$ cat src/rtl/audrx_pkg.sv
package audrx_pkg;

    localparam int WORD_W = 20;

    localparam logic [2:0] FMT_DLY_MSB = 3'd0;
    localparam logic [2:0] FMT_LSB16   = 3'd1;
    localparam logic [2:0] FMT_LSB18   = 3'd2;
    localparam logic [2:0] FMT_LSB20   = 3'd3;
    localparam logic [2:0] FMT_MSB     = 3'd4;

    localparam int CH_LEFT  = 0;
    localparam int CH_RIGHT = 1;

    // slot boundary event seen at one rising edge of the bit clock
    typedef struct packed {
        logic start;    // first bit of a new effective slot sampled now
        logic deliver;  // previous slot is complete and may be emitted
        logic chan;     // channel of the slot that just ended (1 = right)
    } slot_evt_t;

    function automatic logic fmt_known(input logic [2:0] code);
        return code <= FMT_MSB;
    endfunction

    function automatic logic fmt_delayed(input logic [2:0] code);
        return code == FMT_DLY_MSB;
    endfunction

endpackage

$ cat src/rtl/audrx_slot_track.sv
module audrx_slot_track
    import audrx_pkg::*;
(
    input  logic      clk,
    input  logic      rst,
    input  logic      ws,
    input  logic      delayed,
    input  logic      fmt_ok,
    output slot_evt_t evt
);

    logic ws_d1;
    logic ws_d2;
    logic seen_edge;
    logic eff_now;
    logic eff_old;

    // the delayed-MSB framing is the MSB-first framing on a word select
    // that lags by one bit clock
    always_comb begin
        eff_now     = delayed ? ws_d1 : ws;
        eff_old     = delayed ? ws_d2 : ws_d1;
        evt.start   = eff_now ^ eff_old;
        evt.deliver = evt.start & seen_edge;
        evt.chan    = eff_old;
    end

    always_ff @(posedge clk) begin
        if (rst) begin
            ws_d1     <= 1'b0;
            ws_d2     <= 1'b0;
            seen_edge <= 1'b0;
        end else begin
            ws_d1     <= ws;
            ws_d2     <= ws_d1;
            if (!fmt_ok)
                seen_edge <= 1'b0;
            else if (evt.start)
                seen_edge <= 1'b1;
        end
    end

endmodule

$ cat src/rtl/audrx_bit_collector.sv
module audrx_bit_collector
    import audrx_pkg::*;
#(
    parameter int W = WORD_W
) (
    input  logic         clk,
    input  logic         rst,
    input  logic         sd,
    input  logic         start,
    input  logic [2:0]   fmt,
    output logic [W-1:0] word_done
);

    localparam int           CW  = $clog2(W + 1);
    localparam logic [W-1:0] TOP = {1'b1, {(W-1){1'b0}}};

    logic [W-1:0]  acc;   // MSB-first accumulation of the running slot
    logic [W-1:0]  hist;  // last W bits seen, newest at bit 0
    logic [CW-1:0] cnt;
    logic [W-1:0]  sel;

    assign sel = TOP >> cnt;

    always_ff @(posedge clk) begin
        if (rst) begin
            acc  <= '0;
            hist <= '0;
            cnt  <= '0;
        end else begin
            hist <= {hist[W-2:0], sd};
            if (start) begin
                acc <= sd ? TOP : '0;
                cnt <= CW'(1);
            end else if (cnt < CW'(W)) begin
                acc <= sd ? (acc | sel) : (acc & ~sel);
                cnt <= cnt + 1'b1;
            end
        end
    end

    // value of the slot that ends at the current start event
    always_comb begin
        unique case (fmt)
            FMT_LSB16: word_done = W'(hist[15:0]) << (W - 16);
            FMT_LSB18: word_done = W'(hist[17:0]) << (W - 18);
            FMT_LSB20: word_done = W'(hist[19:0]) << (W - 20);
            default:   word_done = acc;
        endcase
    end

endmodule

$ cat src/rtl/audrx_chan_regs.sv
module audrx_chan_regs
    import audrx_pkg::*;
#(
    parameter int W = WORD_W
) (
    input  logic         clk,
    input  logic         rst,
    input  logic         fmt_ok,
    input  slot_evt_t    evt,
    input  logic [W-1:0] word_in,
    output logic [W-1:0] left_word,
    output logic         left_vld,
    output logic [W-1:0] right_word,
    output logic         right_vld
);

    localparam int NCH = 2;

    logic [NCH-1:0][W-1:0] word_q;
    logic [NCH-1:0]        vld_q;

    for (genvar c = 0; c < NCH; c++) begin : g_ch
        logic hit;
        assign hit = evt.deliver && (evt.chan == 1'(c));

        always_ff @(posedge clk) begin
            if (rst || !fmt_ok) begin
                word_q[c] <= '0;
                vld_q[c]  <= 1'b0;
            end else begin
                vld_q[c] <= hit;
                if (hit)
                    word_q[c] <= word_in;
            end
        end
    end

    assign left_word  = word_q[CH_LEFT];
    assign left_vld   = vld_q[CH_LEFT];
    assign right_word = word_q[CH_RIGHT];
    assign right_vld  = vld_q[CH_RIGHT];

endmodule

$ cat src/rtl/serial_audio_rx.sv
module serial_audio_rx
    import audrx_pkg::*;
#(
    parameter int W = WORD_W
) (
    input  logic         bclk,
    input  logic         rst,
    input  logic         ws,
    input  logic         sd,
    input  logic [2:0]   fmt,
    output logic [W-1:0] left_word,
    output logic         left_vld,
    output logic [W-1:0] right_word,
    output logic         right_vld
);

    slot_evt_t    evt;
    logic         fmt_ok;
    logic [W-1:0] word_done;

    assign fmt_ok = fmt_known(fmt);

    audrx_slot_track u_track (
        .clk     (bclk),
        .rst     (rst),
        .ws      (ws),
        .delayed (fmt_delayed(fmt)),
        .fmt_ok  (fmt_ok),
        .evt     (evt)
    );

    audrx_bit_collector #(.W(W)) u_collect (
        .clk       (bclk),
        .rst       (rst),
        .sd        (sd),
        .start     (evt.start),
        .fmt       (fmt),
        .word_done (word_done)
    );

    audrx_chan_regs #(.W(W)) u_out (
        .clk        (bclk),
        .rst        (rst),
        .fmt_ok     (fmt_ok),
        .evt        (evt),
        .word_in    (word_done),
        .left_word  (left_word),
        .left_vld   (left_vld),
        .right_word (right_word),
        .right_vld  (right_vld)
    );

endmodule

$ cat config.mk
export PLATFORM = sky130hd
export DESIGN_NAME = serial_audio_rx
export DESIGN_NICKNAME = d
export VERILOG_FILES = /design/src/rtl/audrx_pkg.sv /design/src/rtl/audrx_slot_track.sv /design/src/rtl/audrx_bit_collector.sv /design/src/rtl/audrx_chan_regs.sv /design/src/rtl/serial_audio_rx.sv
export SDC_FILE = /design/constraint.sdc
export NUM_CORES = 1
export LEC_CHECK = 0
export BUFFER_PORTS_ARGS = -buffer_cell sky130_fd_sc_hd__buf_2
export CAP_MARGIN = 10
export CORE_ASPECT_RATIO = 0.7
export CORE_MARGIN = 4
export CORE_UTILIZATION = 61
export DETAILED_ROUTE_END_ITERATION = 10
export HOLD_SLACK_MARGIN = 0.08
export PLACE_DENSITY = 0.81
export SKIP_CTS_REPAIR_TIMING = 1
export SKIP_LAST_GASP = 1
export SYNTH_ARGS = -nofsm -noshare
export SYNTH_HDL_FRONTEND = slang
export SYNTH_SLANG_ARGS = --single-unit
$ cat constraint.sdc
create_clock -name bclk -period 2.44 [get_ports bclk]
set_input_delay 0.244 -clock bclk [delete_from_list [all_inputs] [get_ports bclk]]
set_output_delay 0.244 -clock bclk [all_outputs]
set_load 0.02 [all_outputs]
# ---- Yosys cells after proc, flatten, opt, wreduce, memory -nomap -nowiden
# Index checks and enable logic that the tools add are counted.
dict set report totals {
  regBits 90
  out_inout_bits 42
}
dict set report classes {
  addsub 1
  magnitude_cmp 2
  n_eq_ne 3
  shifts 1
  mux 9
  n_bitwise 7
  n_reduce_logical 8
}
# op count
set op_table {}
lappend op_table {{$mux W20} 4}
lappend op_table {{$pmux W20 S3} 1}
lappend op_table {{$and A20 B20 Y20} 1}
lappend op_table {{$not A20 Y20} 1}
lappend op_table {{$or A20 B20 Y20} 1}
lappend op_table {{$shr A20 B5 Y20 const A} 1}
lappend op_table {{$eq A3 B2 Y1 const B} 2}
lappend op_table {{$add A5 B1 Y5 const B} 1}
lappend op_table {{$lt A5 B5 Y1 const B} 1}
lappend op_table {{$mux W1} 4}
lappend op_table {{$reduce_or A2 Y1} 2}
lappend op_table {{$eq A3 B1 Y1 const B} 1}
lappend op_table {{$le A3 B3 Y1 const B} 1}
lappend op_table {{$logic_not A3 Y1} 1}
lappend op_table {{$logic_and A1 B1 Y1} 2}
lappend op_table {{$not A1 Y1} 2}
lappend op_table {{$reduce_bool A2 Y1} 1}
lappend op_table {{$and A1 B1 Y1} 1}
lappend op_table {{$logic_not A1 Y1} 1}
lappend op_table {{$logic_or A1 B1 Y1} 1}
lappend op_table {{$xor A1 B1 Y1} 1}

# ---- Longest topological paths before layout
dict set report logic_depth {
  ltp_word 6
  ltp_mapped 6
  ltp_nobuf 5
}

# ---- Hierarchy
# Synthesis repeated with hierarchy kept, for this count alone.
dict set report unflattened {
  cells_unflattened 427
  hier_area_um2 3918.8
}
# module n_inst cells_each area_per_inst_um2 seq_area_each_um2
set modules_own_cells {}
lappend modules_own_cells {audrx_bit_collector 1 231 2326.0 900.9}
lappend modules_own_cells {audrx_chan_regs 1 182 1446.4 840.8}
lappend modules_own_cells {audrx_slot_track 1 12 131.4 60.1}
lappend modules_own_cells {serial_audio_rx 1 2 15.0 0.0}

# ---- Worst setup path before layout
# No wires, ideal clock.
dict set report synth_path {
  path_kind {input -> register}
  start {in fmt[1]}
  end {reg u_out.word_q, in the netlist u_out.right_word[0]}
  setup_ns 0.119
  t_arrival_ns 1.409
  t_required_ns 2.321
  setup_slack_ns 0.912
  path_stages 6
  path_buffers 2
  cell_sequence {buf_6 > nor3_4 > mux2_4 > buf_6 > nor3_1 > nor3_2}
}
dict set report synth_between {
  elab_chain_cells 5
  elab_cells_between_ends 13
}
# item line_no
set synth_lines {}
lappend synth_lines {{start: declaration} serial_audio_rx.sv:10} ;# input logic [2:0] fmt,
lappend synth_lines {{$logic_not A3 Y1} audrx_pkg.sv:26} ;# return code == FMT_DLY_MSB;
lappend synth_lines {{$mux W1, on equally long branches} {audrx_slot_track.sv:21, audrx_slot_track.sv:22}}
lappend synth_lines {{$xor A1 B1 Y1} audrx_slot_track.sv:23} ;# evt.start = eff_now ^ eff_old;
lappend synth_lines {{$and A1 B1 Y1} audrx_slot_track.sv:24} ;# evt.deliver = evt.start & seen_edge;
lappend synth_lines {{$logic_and A1 B1 Y1} audrx_chan_regs.sv:24} ;# assign hit = evt.deliver && (evt.chan == 1'(c));
lappend synth_lines {{end signal: indexed assignment} audrx_chan_regs.sv:33} ;# word_q[c] <= word_in;
lappend synth_lines {{end: declaration} audrx_chan_regs.sv:19} ;# logic [NCH-1:0][W-1:0] word_q;
# Several ways; a longest one is shown, not always the timed one.
# A chain may end at the register's enable or synchronous reset.

# ---- Worst setup path in the final report
dict set report layout_path {
  start {reg u_track.seen_edge}
  end {reg u_out.word_q, in the netlist u_out.left_word[19]}
}
dict set report layout_between {
  elab_chain_cells 2
}
# item line_no
set layout_lines {}
lappend layout_lines {{start: declaration} audrx_slot_track.sv:14} ;# logic seen_edge;
lappend layout_lines {{start signal: assignment} audrx_slot_track.sv:32} ;# seen_edge <= 1'b0;
lappend layout_lines {{start signal: assignment} audrx_slot_track.sv:37} ;# seen_edge <= 1'b0;
lappend layout_lines {{start signal: assignment} audrx_slot_track.sv:39} ;# seen_edge <= 1'b1;
lappend layout_lines {{$and A1 B1 Y1} audrx_slot_track.sv:24}
lappend layout_lines {{$logic_and A1 B1 Y1} audrx_chan_regs.sv:24}
# Every way passes these cells.

==> results.txt <==
Slowest stage delay, CP -> 0.36 ns
Internal power -> 2.21 mW
# fillers -> 558
VDD IR-drop max -> 0.440 mV
CP Capture Type -> flip-flop
Mapped Avg Cell Area -> 9.59 sq um
Clk sinks -> 90
Worst-Margin Slew -> 0.829 ns
Fin. Hold Viols -> 0
Clk pwr share -> 0.389
Fmax -> 0.603 GHz
Post-Route Skew -> 0.0113 ns
Drt total wl -> 9650 um
Vias/cell -> 5.91
Yosys warning total -> 0
Commonest cells after routing, fill and taps aside -> dfxtp_1, buf_2, nand2_1
Synth Cell Area -> 0.00430 sq mm
Reg power frac -> 0.509
Worst-Skew Late Latency -> 0.36 ns
Buffers on Ports -> 48
H-tree Lvls -> 3
Fin crit period -> 1.66 ns
Core Area -> 0.00679 sq mm
DR DRC count -> 0
Setup TNS -> 0 ns
Global route overflow -> 0
Syn Nets -> 461
Post-synth ARST share -> 0
Switching power -> 0.737 mW
I/O Pins -> 49
Clk Tree Root Cell -> clkbuf_8
Crit path required time -> 2.72 ns
Post-synth top area cell -> dfxtp_1
CP arrival -> 1.94 ns
Main area contributors after synthesis -> dfxtp_1, mux2i_1, a21oi_2
Nets -> 491
Iter 0 DRT Violations -> 248
Gate power share -> 0.102
EDFF count, synth -> 0
#FFs+latches synth -> 90
Die Y -> 78.2 um
First-pass GRT wire length -> 16,100 um
Leakage power -> 1.81 nW
Crit share post-route -> 0.680
Slowest-stage cell, CP -> nor3_1
Sw Share -> 0.250
Synth-to-Final Area Change -> 9.26%
Post-DP HPWL -> 6750 um
Primary FF master, synth -> dfxtp_1
Maximum clock path buffer count -> 2
Setup violators final -> 0
Seq/Total Area, Yosys -> 0.419
Area occupied by multi-input gates -> 0.00223 sq mm
Buffers & Inverters on Critical Path -> 2
Power per cell area -> 628 mW/mm^2
Vias in the first global route -> 3,157
Total track usage -> 0.242
Hold WC Path Type -> in2reg
Slew HR -> 0.446
Share of cells above drive strength 1 -> 0.275
Antenna Cells -> 0
Largest net degree at the start of global routing -> 38
Routed Antenna Nets -> 0
Status -> finished clean
Die ar. -> 0.00847 sq mm
DR pass1 iterations -> 5
Initial Utilization -> 0.633
Row count -> 25
Reg area -> 0.00180 sq mm
Via Count -> 3,408
WL/cell -> 16.7 um
Antenna violations before repair -> 0
Clk slew on worst S/H paths -> 0.09 ns
Max_cap viols -> 0
CP max FO -> 25
Worst path cell trace -> buf_4, inv_2, nor3_1, nand2_2, o22ai_1
Kind of critical path -> reg2reg
Synth unique cells -> 42
TritonCTS clock tree -> built
CP Launch Type -> flip-flop
RSZ-0062 raised after global routing -> no
Placer Congestion -> 0.808
CTS buffer count -> 9
Reg2Reg Setup Slack -> 0.78 ns
Top cell type's share of synthesized area -> 0.419
Commonest non-fill, non-tap cell in the layout -> dfxtp_1
Die width -> 108 um
WHS -> 0.163 ns
Crit-path leading delay family -> simple AND/OR/NAND/NOR gates
Final max-slew violation count -> 0
Syn Inst Count -> 448
==> state kept, by name, summed over array words and instances (netlist names), named ones only <==
register / count
u_track.ws_d2: 1
u_collect.acc: 19
u_track.seen_edge: 1
u_out.left_vld: 1
u_collect.hist: 20
u_track.ws_d1: 1
u_out.left_word: 20
u_out.right_word: 20
u_collect.cnt: 5
u_out.right_vld: 1
==> kinds of logic after synthesis <==
kind of cell / Yosys count / synth area share
compound gates: 121 / 0.208
mux: 34 / 0.0844
fa+ha+maj: 6 / 0.0175
buf+inv: 42 / 0.0614
xor+xnor: 2 / 0.00408
flops: 90 / 0.419
simple gates: 153 / 0.206
==> power groups by stage <==
| stage | Clock [mW] | Sequential, mW | Combinational (mW) |
|---|---|---|---|
| CTS | 1.17 | 1.50 | 0.298 |
| floorplan | 0 | 1.54 | 0.245 |
| global placement | 0 | 1.53 | 0.288 |
| global route | 1.23 | 1.50 | 0.326 |
| detailed placement | 0 | 1.53 | 0.296 |
| finish | 1.15 | 1.50 | 0.301 |
==> layout make-up <==
class	count	share of cell area
timing repair buffer	55	0.0624
clock buffer	12	0.0330
tap	94	0.0250
clock inverter	4	0.0157
sequential	90	0.384
inverter	6	0.00480
multi-input combinational	316	0.475
==> path summary, 6_finish.rpt <==
check | startpoint | cells after the start | to
max | u_track.seen_edge | 5 | u_out.left_word[19]
min | ws | 2 | u_track.ws_d1
max reg2reg | u_track.seen_edge | 5 | u_out.left_word[19]
min reg2reg | u_out.right_word[12] | 2 | u_out.right_word[12]
==> metal layers <==
metal | part of all wire | GRT usage | wire length [um]
met5 | 0 | 0 | 0
met4 | 0.014 | 0.0731 | 131
met3 | 0.054 | 0.0616 | 522
met2 | 0.45 | 0.361 | 4310
met1 | 0.49 | 0.345 | 4690
==> per-stage QoR <==
stage | total power, mW | cell area [sq um] | std cells | setup slack [ns] | utilization
after floorplan | 1.78 | 4300 | 448 | 0.912 | -
after global placement | 1.82 | 4470 | 561 | 0.518 | 0.658
after detailed placement | 1.83 | 4470 | 561 | 0.437 | 0.658
after CTS | 2.97 | 4700 | 577 | 0.788 | 0.692
after global routing | 3.06 | 4700 | 577 | 0.560 | 0.692
final | 2.95 | 4700 | 577 | 0.780 | 0.692
==> synth_stat cells (3+ instances only) <==
cell       instances
dfxtp_1           90
nand2_1           35
mux2i_1           29
a21oi_1           27
nor2b_1           25
o22ai_1           24
a21oi_2           22
nand3_1           19
o2111ai_1         16
clkbuf_1          14
nand2b_1          14
nor2_1            14
nor3b_1           13
o21ai_2           13
buf_6             11
nor3_1            10
nor3_2             8
buf_2              7
nor2_2             7
ha_1               6
inv_1              5
o21ai_0            5
a2bb2oi_1          4
buf_4              4
mux2_4             3
Note: power is estimated with default switching activity, not from simulation.
